--- config.mk ---
export PLATFORM = sky130hd
export DESIGN_NAME = uart_frame_tx
export DESIGN_NICKNAME = d
export VERILOG_FILES = /design/src/rtl/uart_tx_pkg.sv /design/src/rtl/uart_tx_bit_timer.sv /design/src/rtl/uart_tx_parity.sv /design/src/rtl/uart_tx_sequencer.sv /design/src/rtl/uart_frame_tx.sv
export SDC_FILE = /design/constraint.sdc
export NUM_CORES = 1
export LEC_CHECK = 0
export BUFFER_PORTS_ARGS = -buffer_cell sky130_fd_sc_hd__buf_2
export CAP_MARGIN = 40
export CORE_ASPECT_RATIO = 1.75
export CORE_UTILIZATION = 45
export CTS_CLUSTER_DIAMETER = 150
export DETAILED_ROUTE_END_ITERATION = 12
export GPL_ROUTABILITY_DRIVEN = 0
export MAX_ROUTING_LAYER = met4
export PLACE_DENSITY_LB_ADDON = 0.2
export SYNTH_ARGS = -nofsm -noshare
export SYNTH_HDL_FRONTEND = slang
export SYNTH_HIERARCHICAL = 1
export SYNTH_SLANG_ARGS = --single-unit
--- constraint.sdc ---
create_clock -name clk -period 5.3 [get_ports clk]
set_input_delay 1.06 -clock clk [delete_from_list [all_inputs] [get_ports clk]]
set_output_delay 1.06 -clock clk [all_outputs]
set_load 0.02 [all_outputs]
--- src/rtl/uart_tx_pkg.sv ---
package uart_tx_pkg;

    typedef enum logic [2:0] {
        PH_IDLE  = 3'd0,
        PH_START = 3'd1,
        PH_DATA  = 3'd2,
        PH_PAR   = 3'd3,
        PH_STOP  = 3'd4
    } phase_e;

    typedef enum logic [1:0] {
        STOP_ONE     = 2'd0,
        STOP_ONEHALF = 2'd1,
        STOP_TWO     = 2'd2
    } stop_kind_e;

    typedef struct packed {
        logic [1:0] wlen;
        logic       two_stop;
        logic       par_en;
        logic       par_even;
        logic       par_stick;
    } frame_cfg_t;

    // Length of the stop period for a captured configuration.
    function automatic stop_kind_e stop_kind(input frame_cfg_t c);
        if (!c.two_stop)
            return STOP_ONE;
        else if (c.wlen == 2'd0)
            return STOP_ONEHALF;
        else
            return STOP_TWO;
    endfunction

endpackage

--- src/rtl/uart_tx_bit_timer.sv ---
module uart_tx_bit_timer #(
    parameter int CNT_W = 5
) (
    input  logic             clk,
    input  logic             rst,
    input  logic             active,
    input  logic             tick,
    input  logic [CNT_W-1:0] limit,
    output logic             period_end
);
    logic [CNT_W-1:0] cnt;

    assign period_end = active && tick && (cnt == limit);

    always_ff @(posedge clk) begin
        if (rst || !active)
            cnt <= '0;
        else if (period_end)
            cnt <= '0;
        else if (tick)
            cnt <= cnt + 1'b1;
    end
endmodule

--- src/rtl/uart_tx_parity.sv ---
module uart_tx_parity
    import uart_tx_pkg::*;
#(
    parameter int DATA_W = 8,
    parameter int NB_W   = 4
) (
    input  logic [DATA_W-1:0] data,
    input  logic [NB_W-1:0]   nbits,
    input  frame_cfg_t        cfg,
    output logic              par_val
);
    logic [DATA_W-1:0] used;

    generate
        for (genvar i = 0; i < DATA_W; i++) begin : g_mask
            assign used[i] = data[i] & (NB_W'(i) < nbits);
        end
    endgenerate

    // Computed parity: even select picks XOR, otherwise its complement.
    assign par_val = cfg.par_stick ? ~cfg.par_even
                                   : ((^used) ^ ~cfg.par_even);
endmodule

--- src/rtl/uart_tx_sequencer.sv ---
module uart_tx_sequencer
    import uart_tx_pkg::*;
#(
    parameter int DATA_W = 8,
    parameter int IDX_W  = 3,
    parameter int NB_W   = 4
) (
    input  logic              clk,
    input  logic              rst,
    input  logic              accept,
    input  logic              period_end,
    input  logic              par_en,
    input  logic              par_val,
    input  logic [NB_W-1:0]   nbits,
    input  logic [DATA_W-1:0] data,
    output phase_e            phase,
    output logic              tx_line,
    output logic              busy
);
    phase_e           phase_q;
    logic [IDX_W-1:0] idx;
    logic             last_data;

    assign last_data = (NB_W'(idx) == (nbits - NB_W'(1)));

    always_ff @(posedge clk) begin
        if (rst) begin
            phase_q <= PH_IDLE;
            idx     <= '0;
        end else begin
            case (phase_q)
                PH_IDLE: begin
                    if (accept) begin
                        phase_q <= PH_START;
                        idx     <= '0;
                    end
                end
                PH_START: if (period_end) phase_q <= PH_DATA;
                PH_DATA: begin
                    if (period_end) begin
                        if (last_data)
                            phase_q <= par_en ? PH_PAR : PH_STOP;
                        else
                            idx <= idx + 1'b1;
                    end
                end
                PH_PAR:  if (period_end) phase_q <= PH_STOP;
                PH_STOP: if (period_end) phase_q <= PH_IDLE;
                default: phase_q <= PH_IDLE;
            endcase
        end
    end

    always_comb begin
        case (phase_q)
            PH_START: tx_line = 1'b0;
            PH_DATA:  tx_line = data[idx];
            PH_PAR:   tx_line = par_val;
            default:  tx_line = 1'b1;
        endcase
    end

    assign busy  = (phase_q != PH_IDLE);
    assign phase = phase_q;
endmodule

--- src/rtl/uart_frame_tx.sv ---
module uart_frame_tx
    import uart_tx_pkg::*;
#(
    parameter int TICKS_PER_BIT = 16,
    parameter int DATA_W        = 8
) (
    input  logic              clk,
    input  logic              rst,
    input  logic              tick,
    input  logic              in_valid,
    output logic              in_ready,
    input  logic [DATA_W-1:0] in_data,
    input  logic [1:0]        cfg_wlen,
    input  logic              cfg_two_stop,
    input  logic              cfg_par_en,
    input  logic              cfg_par_even,
    input  logic              cfg_par_stick,
    output logic              tx_line,
    output logic              busy
);
    localparam int MIN_BITS = DATA_W - 3;
    localparam int IDX_W    = $clog2(DATA_W);
    localparam int NB_W     = IDX_W + 1;
    localparam int CNT_W    = $clog2(2 * TICKS_PER_BIT);

    localparam logic [CNT_W-1:0] LIM_ONE  = CNT_W'(TICKS_PER_BIT - 1);
    localparam logic [CNT_W-1:0] LIM_HALF = CNT_W'(TICKS_PER_BIT + TICKS_PER_BIT / 2 - 1);
    localparam logic [CNT_W-1:0] LIM_TWO  = CNT_W'(2 * TICKS_PER_BIT - 1);

    frame_cfg_t        cfg_in, cfg_q;
    logic [DATA_W-1:0] data_q;
    logic [NB_W-1:0]   nbits;
    logic [CNT_W-1:0]  stop_lim, limit;
    logic              accept, period_end, par_val;
    phase_e            phase;

    assign cfg_in = '{wlen: cfg_wlen, two_stop: cfg_two_stop, par_en: cfg_par_en,
                      par_even: cfg_par_even, par_stick: cfg_par_stick};

    assign in_ready = !busy;
    assign accept   = in_valid && in_ready;

    always_ff @(posedge clk) begin
        if (rst) begin
            cfg_q  <= '0;
            data_q <= '0;
        end else if (accept) begin
            cfg_q  <= cfg_in;
            data_q <= in_data;
        end
    end

    assign nbits = NB_W'(MIN_BITS) + NB_W'(cfg_q.wlen);

    always_comb begin
        case (stop_kind(cfg_q))
            STOP_ONEHALF: stop_lim = LIM_HALF;
            STOP_TWO:     stop_lim = LIM_TWO;
            default:      stop_lim = LIM_ONE;
        endcase
    end

    assign limit = (phase == PH_STOP) ? stop_lim : LIM_ONE;

    uart_tx_bit_timer #(.CNT_W(CNT_W)) u_timer (
        .clk        (clk),
        .rst        (rst),
        .active     (busy),
        .tick       (tick),
        .limit      (limit),
        .period_end (period_end)
    );

    uart_tx_parity #(.DATA_W(DATA_W), .NB_W(NB_W)) u_parity (
        .data    (data_q),
        .nbits   (nbits),
        .cfg     (cfg_q),
        .par_val (par_val)
    );

    uart_tx_sequencer #(.DATA_W(DATA_W), .IDX_W(IDX_W), .NB_W(NB_W)) u_seq (
        .clk        (clk),
        .rst        (rst),
        .accept     (accept),
        .period_end (period_end),
        .par_en     (cfg_q.par_en),
        .par_val    (par_val),
        .nbits      (nbits),
        .data       (data_q),
        .phase      (phase),
        .tx_line    (tx_line),
        .busy       (busy)
    );
endmodule

Word-level counts from Yosys, hierarchy flattened
Cells that the tools add are included.
{ "classes": {"eq_ne": 15, "add_sub_neg": 4, "n_reduce_logical": 13, "n_lt_le_gt_ge": 9, "n_mux": 20, "n_bitwise": 10} }
{ "op_table": {"columns": ["operator", "n"], "rows": [
  ["3-bit two-way mux", 10],
  ["3-bit by 4-bit less-than comparator with 1-bit output, first input constant", 4],
  ["3-bit one-hot mux with 5 select lines", 1],
  ["2-bit inequality test, second input constant", 6],
  ["5-bit one-hot mux with 2 select lines", 1],
  ["1-bit bitwise AND", 8],
  ["1-bit by 4-bit less-than comparator with 1-bit output, first input constant", 2],
  ["2-bit by 4-bit less-than comparator with 1-bit output, first input constant", 2],
  ["8-bit parity", 1],
  ["3-bit by 2-bit == test with 1-bit output, second input constant", 2],
  ["3-bit one-hot mux with 2 select lines", 1],
  ["6-bit AND reduction", 1],
  ["5-bit by 1-bit adder with 5-bit output, second input constant", 1],
  ["5-bit == test", 1],
  ["5-bit two-way mux", 1],
  ["3-bit by 2-bit adder with 4-bit output, first input constant", 1],
  ["3-bit by 4-bit == test with 1-bit output", 1],
  ["3-bit by 4-bit less-than comparator with 1-bit output, second input constant", 1],
  ["2-bit two-way mux", 2],
  ["4-bit AND reduction", 1],
  ["4-bit by 1-bit subtractor with 4-bit output, second input constant", 1],
  ["3-bit by 1-bit adder with 3-bit output, second input constant", 1],
  ["1-bit binary-select mux with 3-bit select", 1],
  ["3-bit by 1-bit == test with 1-bit output, second input constant", 1],
  ["16 further kinds", 19]
]} }
{ "word_totals": {"elab_cells": 80, "inputBits": 18, "register_bits": 25, "out_inout_bits": 3} }

Logic depth before layout (Yosys ltp)
{ "depth": {"ltp_word": 10, "ltp_mapped": 10, "depth_no_buf": 10} }

Modules after synthesis
Netlist, hierarchy kept.
{ "modules_own_cells": {"columns": ["mod", "seq_area_each_um2", "area_each_um2", "n_inst", "cells_per_inst"], "rows": [
  ["uart_frame_tx", 280.3, 729.4, 1, 69],
  ["uart_tx_sequencer", 120.1, 515.5, 1, 60],
  ["uart_tx_bit_timer", 100.1, 300.3, 1, 29],
  ["uart_tx_parity", 0.0, 165.2, 1, 21]
]} }

Least setup slack after synthesis
No wires, ideal clock.
{ "synth_timing": {"path_kind": "reg-to-output", "start": "register cfg_q[4] (netlist name)", "end": "output tx_line", "setup_slack_ns": 1.767, "path_stages_with_launch": 11, "required_ns": 4.240, "path_buffers": 0, "arrival_ns": 2.473, "cell_sequence": "dfxtp_1 inv_1 ha_1 nor3_2 mux2i_1 xnor2_1 xnor3_1 nor2_2 xnor2_1 a211oi_1 a31oi_1"} }
{ "synth_via": {"elab_chain_len": 7, "word_cells_on_any_way": 21, "cone_classes": "1 x add/sub; 8 x order compare; 2 x mux; 9 x bitwise; 1 x reduce/logical"} }
{ "synth_rtl": {"columns": ["element", "line", "rtl"], "rows": [
  ["from (decl)", "uart_frame_tx.sv:30", "frame_cfg_t cfg_in, cfg_q;"],
  ["from (signal assigned)", "uart_frame_tx.sv:48", "cfg_q <= cfg_in;"],
  ["3-bit by 2-bit adder with 4-bit output *", "uart_frame_tx.sv:53", "assign nbits = NB_W'(MIN_BITS) + NB_W'(cfg_q.wlen);"],
  ["via nbits[0]", "uart_frame_tx.sv:32", "logic [NB_W-1:0] nbits;"],
  ["1-bit by 4-bit less-than comparator with 1-bit output (tied with other cells)", "uart_tx_parity.sv:16", "assign used[i] = data[i] & (NB_W'(i) < nbits);"],
  ["1-bit bitwise AND", "uart_tx_parity.sv:16", null],
  ["8-bit parity *", "uart_tx_parity.sv:22", ": ((^used) ^ ~cfg.par_even);"],
  ["1-bit bitwise XOR *", "uart_tx_parity.sv:22", null],
  ["1-bit two-way mux *", "uart_tx_parity.sv:21", "assign par_val = cfg.par_stick ? ~cfg.par_even"],
  ["via par_val", "uart_frame_tx.sv:34", "logic accept, period_end, par_val;"],
  ["1-bit one-hot mux with 3 select lines *", "uart_tx_sequencer.sv:55", "case (phase_q)"],
  ["to (decl)", "uart_frame_tx.sv:18", "output logic tx_line,"]
]} }
The timed path passes the listed nets; every way through them passes the cells marked *.

Worst setup path in the final report
Ends and elaborated chain as after synthesis.

==> impl_summary.md <==
Run status
The flow ran to the end, and the final reports show no timing, DRC or antenna violations.

Critical path
The critical path starts at cfg_q[4]$_SDFFE_PP0P_. Setup slack on the worst reg-to-reg path comes out at approximately 2.6 ns. STA classifies the critical path startpoint as a flip-flop. The required time reported for the critical path endpoint is 4.24 ns.

The launch point of the worst reg-to-reg path is u_seq/phase[2]$_SDFFE_PP0P_. The endpoint identified for the worst register-to-register timing path is u_seq/phase[0]$_SDFFE_PP0P_. The class of the most critical setup path is flip-flop to output port. For the worst setup path, the data arrival time is 2.88 ns.

The worst-path maximum fanout is 10. The worst-case reg-to-reg path depth is 8. STA classifies the critical path endpoint as an output port.

Synthesis
The post-synthesis cell area is between 0.0015 and 0.002 mm^2. The number of warning messages in the yosys log is 6. The number of cells produced by synthesis is roughly 180. The post-synthesis area per instance is around 9.6 um^2. The number of synthesized flops with an enable pin is 0. The share of flip-flops with an asynchronous set or reset is 0%. The sequential share of the synthesized area is between 20 and 30%. The synthesized netlist contains between 40 and 50 unique library cells. Among all flip-flop cells after synthesis, the most frequent one is sky130_fd_sc_hd__dfxtp_1. Synthesis inferred 25 register bits.

Clock tree
After clock tree synthesis, the repair step resized 0 gates. The cts-stage hold buffer count is 0. The longest clock path from root to sink contains 2 buffers. The tree is rooted in a sky130_fd_sc_hd__clkbuf_8. The CTS tree is done. Clock tree synthesis found a total of 25 sinks. The number of levels the H-tree was split into is 1.

The clock reaches the later pin of the worst-skew pair after between 0.2 and 0.3 ns. The clock transition at the registers of the reported paths is about 0.090 ns. The number of setup buffers added after CTS is 0.

Buffers inserted during clock tree synthesis total 3.

Timing
The final number of hold-violating endpoints was 0. The minimum clock period is 3.94 ns. The worst-case clock skew is 0.00423 ns. The headroom to the max-slew limit is around 62%.

The max-slew violation count is 0. Dividing the final minimum period by the clock period gives approximately 74%. The number of endpoints failing setup at the final stage is 0. Setup repair after global routing left no endpoint under its margin. For this run, the top clock speed supported by timing is between 200 and 300 MHz. Setup total negative slack on the finished layout was measured at 0 ns. The slew at the pin with the worst max-slew slack is approximately 0.57 ns.

Min path
The launch point of the worst hold path is cfg_q[3]$_SDFFE_PP0P_. The worst hold path was traced through 2 stages. The worst hold-check path type is flip-flop to flip-flop. The path with the worst hold slack has its endpoint at cfg_q[3]$_SDFFE_PP0P_.

Layout
The final antenna diode count is 0. The area of the multi-input gates is 0.00114 mm^2. The layout has 369 filler cells.

The number of non-filler instances in the completed layout is roughly 240. Summing all flip-flop and latch instances after layout gives about 500 um^2. The net total in the final layout is approximately 220. Relative to the synthesized area, the layout overhead comes to 9.80%.

Of the cells placed in the final design, the portion with a size suffix greater than 1 is 21.7%.

Global route
The via count of the first global-routing pass is between 1,000 and 1,500. Summed over all layers, the global routing overflow is 0. The wire length of the first global-routing pass is between 6000 and 7000 um. In the global route stage, overall resource usage came out at 19.2%. The number of antenna violations at the first check in global routing is 0. Entering global routing, the biggest net connects 37 pins.

Detailed routing
The sum of routed wire length over all layers is about 3600 um. The highest metal layer with signal wires is met4. The pre-antenna-repair detailed-routing pass consisted of 4 iterations. In the routed design, unresolved DRC markers number 0. The final route contains between 1,000 and 1,500 vias. The number of antenna-violating nets in the routed design is 0.

The first routing iteration left 22 violations. The detailed-route wire length per cell is 14.6 um. Summed over all nets, wire length on met2 after detailed routing comes to roughly 1900 um. Using the TritonRoute via totals, the vias-per-cell ratio works out to around 5.7.

The met1 routed wirelength after detailed routing is 1490 um. The routed design uses approximately 110 um of met3 wire.

Place
The HPWL reported at the end of detailed placement is about 2600 um. In this run the tool buffered the top-level ports with 20 buffer cells. The cell count after placement is 240.

Power
The total chip power is around 0.43 mW. The largest vdd supply drop is 148 uV. The total leakage power is 0.685 nW.

In this run the power density over the cells is 227 mW/mm^2.

Die
The area of the die is 0.00406 mm^2. The core region area is approximately 0.0036 mm^2. The I/O pin count is 21. The die is ~84 um tall. The floorplan has 29 rows.

The starting density of the core is 47.1%. Measured along the x axis, the die boundary spans just under 50 um.

Flow run
The number of max-capacitance violations reported is 0.
## per-layer routing
metal	track usage [%]	vias to the layer above
met4	9.09	0
met1	20.2	650
met2	34.3	36
li1	-	696
met3	2.73	7
met5	-	-
## cells in the final DEF, fill, tap and decap left out, drive strengths merged, types with 2 or more instances in the layout
cell and n:
a211o 2, a211oi 8, a21oi 5, a311oi 2
a31oi 4, buf 20, clkbuf 4, conb 3
dfxtp 25, ha 5, inv 10, mux2i 7
mux4 2, nand2 10, nand2b 17, nand3 2
nand4 3, nand4b 2, nand4bb 14, nor2 6
o21ai 12, o22ai 2, o31ai 2, or2 2
xnor2 8, xor2 8
## Yosys cell counts, types with 2 or more instances
library cell	n	share of area, %
sky130_fd_sc_hd__nand4_1	3	1.1
sky130_fd_sc_hd__nand4b_1	2	1.0
sky130_fd_sc_hd__ha_1	5	3.7
sky130_fd_sc_hd__mux4_2	2	2.6
sky130_fd_sc_hd__mux2i_1	7	4.1
sky130_fd_sc_hd__a21oi_1	5	1.5
sky130_fd_sc_hd__nand3_1	2	0.59
sky130_fd_sc_hd__nand2b_1	17	6.2
sky130_fd_sc_hd__nand2_1	10	2.2
sky130_fd_sc_hd__clkbuf_1	2	0.44
sky130_fd_sc_hd__nand4bb_1	14	9.2
sky130_fd_sc_hd__a211oi_1	7	3.1
sky130_fd_sc_hd__o22ai_1	2	0.73
sky130_fd_sc_hd__nor2_1	5	1.1
sky130_fd_sc_hd__xor2_1	8	4.1
sky130_fd_sc_hd__o21ai_1	3	0.88
sky130_fd_sc_hd__xnor2_1	8	4.1
sky130_fd_sc_hd__a31oi_1	4	1.5
sky130_fd_sc_hd__o31ai_1	2	0.88
sky130_fd_sc_hd__inv_1	10	2.2
sky130_fd_sc_hd__o21ai_2	9	4.6
sky130_fd_sc_hd__dfxtp_1	25	29
sky130_fd_sc_hd__buf_2	3	0.88
## per-stage QoR
step / hold slack (ns) / util (%) / setup slack, ns / area (um^2)
detailed placement: 0.469 / 50.5 / 1.64 / 1830
global placement: 0.466 / 50.5 / 1.71 / 1830
CTS: 0.487 / 51.8 / 1.33 / 1880
finish: 0.488 / 51.8 / 1.36 / 1880
global route: 0.516 / 51.8 / 1.04 / 1880
floorplan: 0.449 / - / 1.77 / 1720
## how the worst max path moves through the flow
stage	endpoint	slack [ns]	cells after the start
after CTS	tx_line	1.33	11
after global placement	tx_line	1.71	11
after detailed placement	tx_line	1.64	11
final	tx_line	1.36	11
after floorplan	tx_line	1.77	10
after global routing	tx_line	1.04	11
## state kept, by name, summed over array words and instances, names as in the netlist
name         cells
cfg_q            6
data_q           8
u_seq/idx        3
u_seq/phase      3
u_timer/cnt      5
## worst max-delay path, stage by stage (launching register included)
cell                       delay [ns]
sky130_fd_sc_hd__dfxtp_1         0.34
sky130_fd_sc_hd__inv_1           0.15
sky130_fd_sc_hd__ha_1            0.43
sky130_fd_sc_hd__nor3_2          0.22
sky130_fd_sc_hd__mux2i_1         0.24
sky130_fd_sc_hd__xnor2_1         0.15
sky130_fd_sc_hd__xnor3_1         0.43
sky130_fd_sc_hd__nor2_2          0.10
sky130_fd_sc_hd__xnor2_1         0.12
sky130_fd_sc_hd__a211oi_1        0.09
sky130_fd_sc_hd__a31oi_1         0.14
sky130_fd_sc_hd__buf_2           0.18
## layout make-up
class	count	area share, %
Multi-Input combinational cell	139	60.6
Sequential cell	25	26.6
Timing Repair Buffer	20	5.33
Tap cell	46	3.06
Clock buffer	4	2.40
Inverter	10	2.00
## cells by family (layout without fill, tap and decap cells)
group	Yosys count	after routing	synth area share, %
and+or+nand+nor	65	65	28.0
AOI/OAI and AO/OA	40	40	17.9
DFF	25	25	29.3
xor gates and xnor gates	17	17	9.51
buffers and inverters	17	34	4.68
muxes	9	9	6.73
adders and majority gates	5	5	3.66
other	1	3	0.219
## power by group
part | total (mW) | internal [mW] | switching (mW)
sequential | 0.206 | 0.197 | 0.00902
combinational | 0.104 | 0.0490 | 0.0550
clock | 0.115 | 0.0538 | 0.0613
No activity file was read; power rests on OpenSTA's default activity.
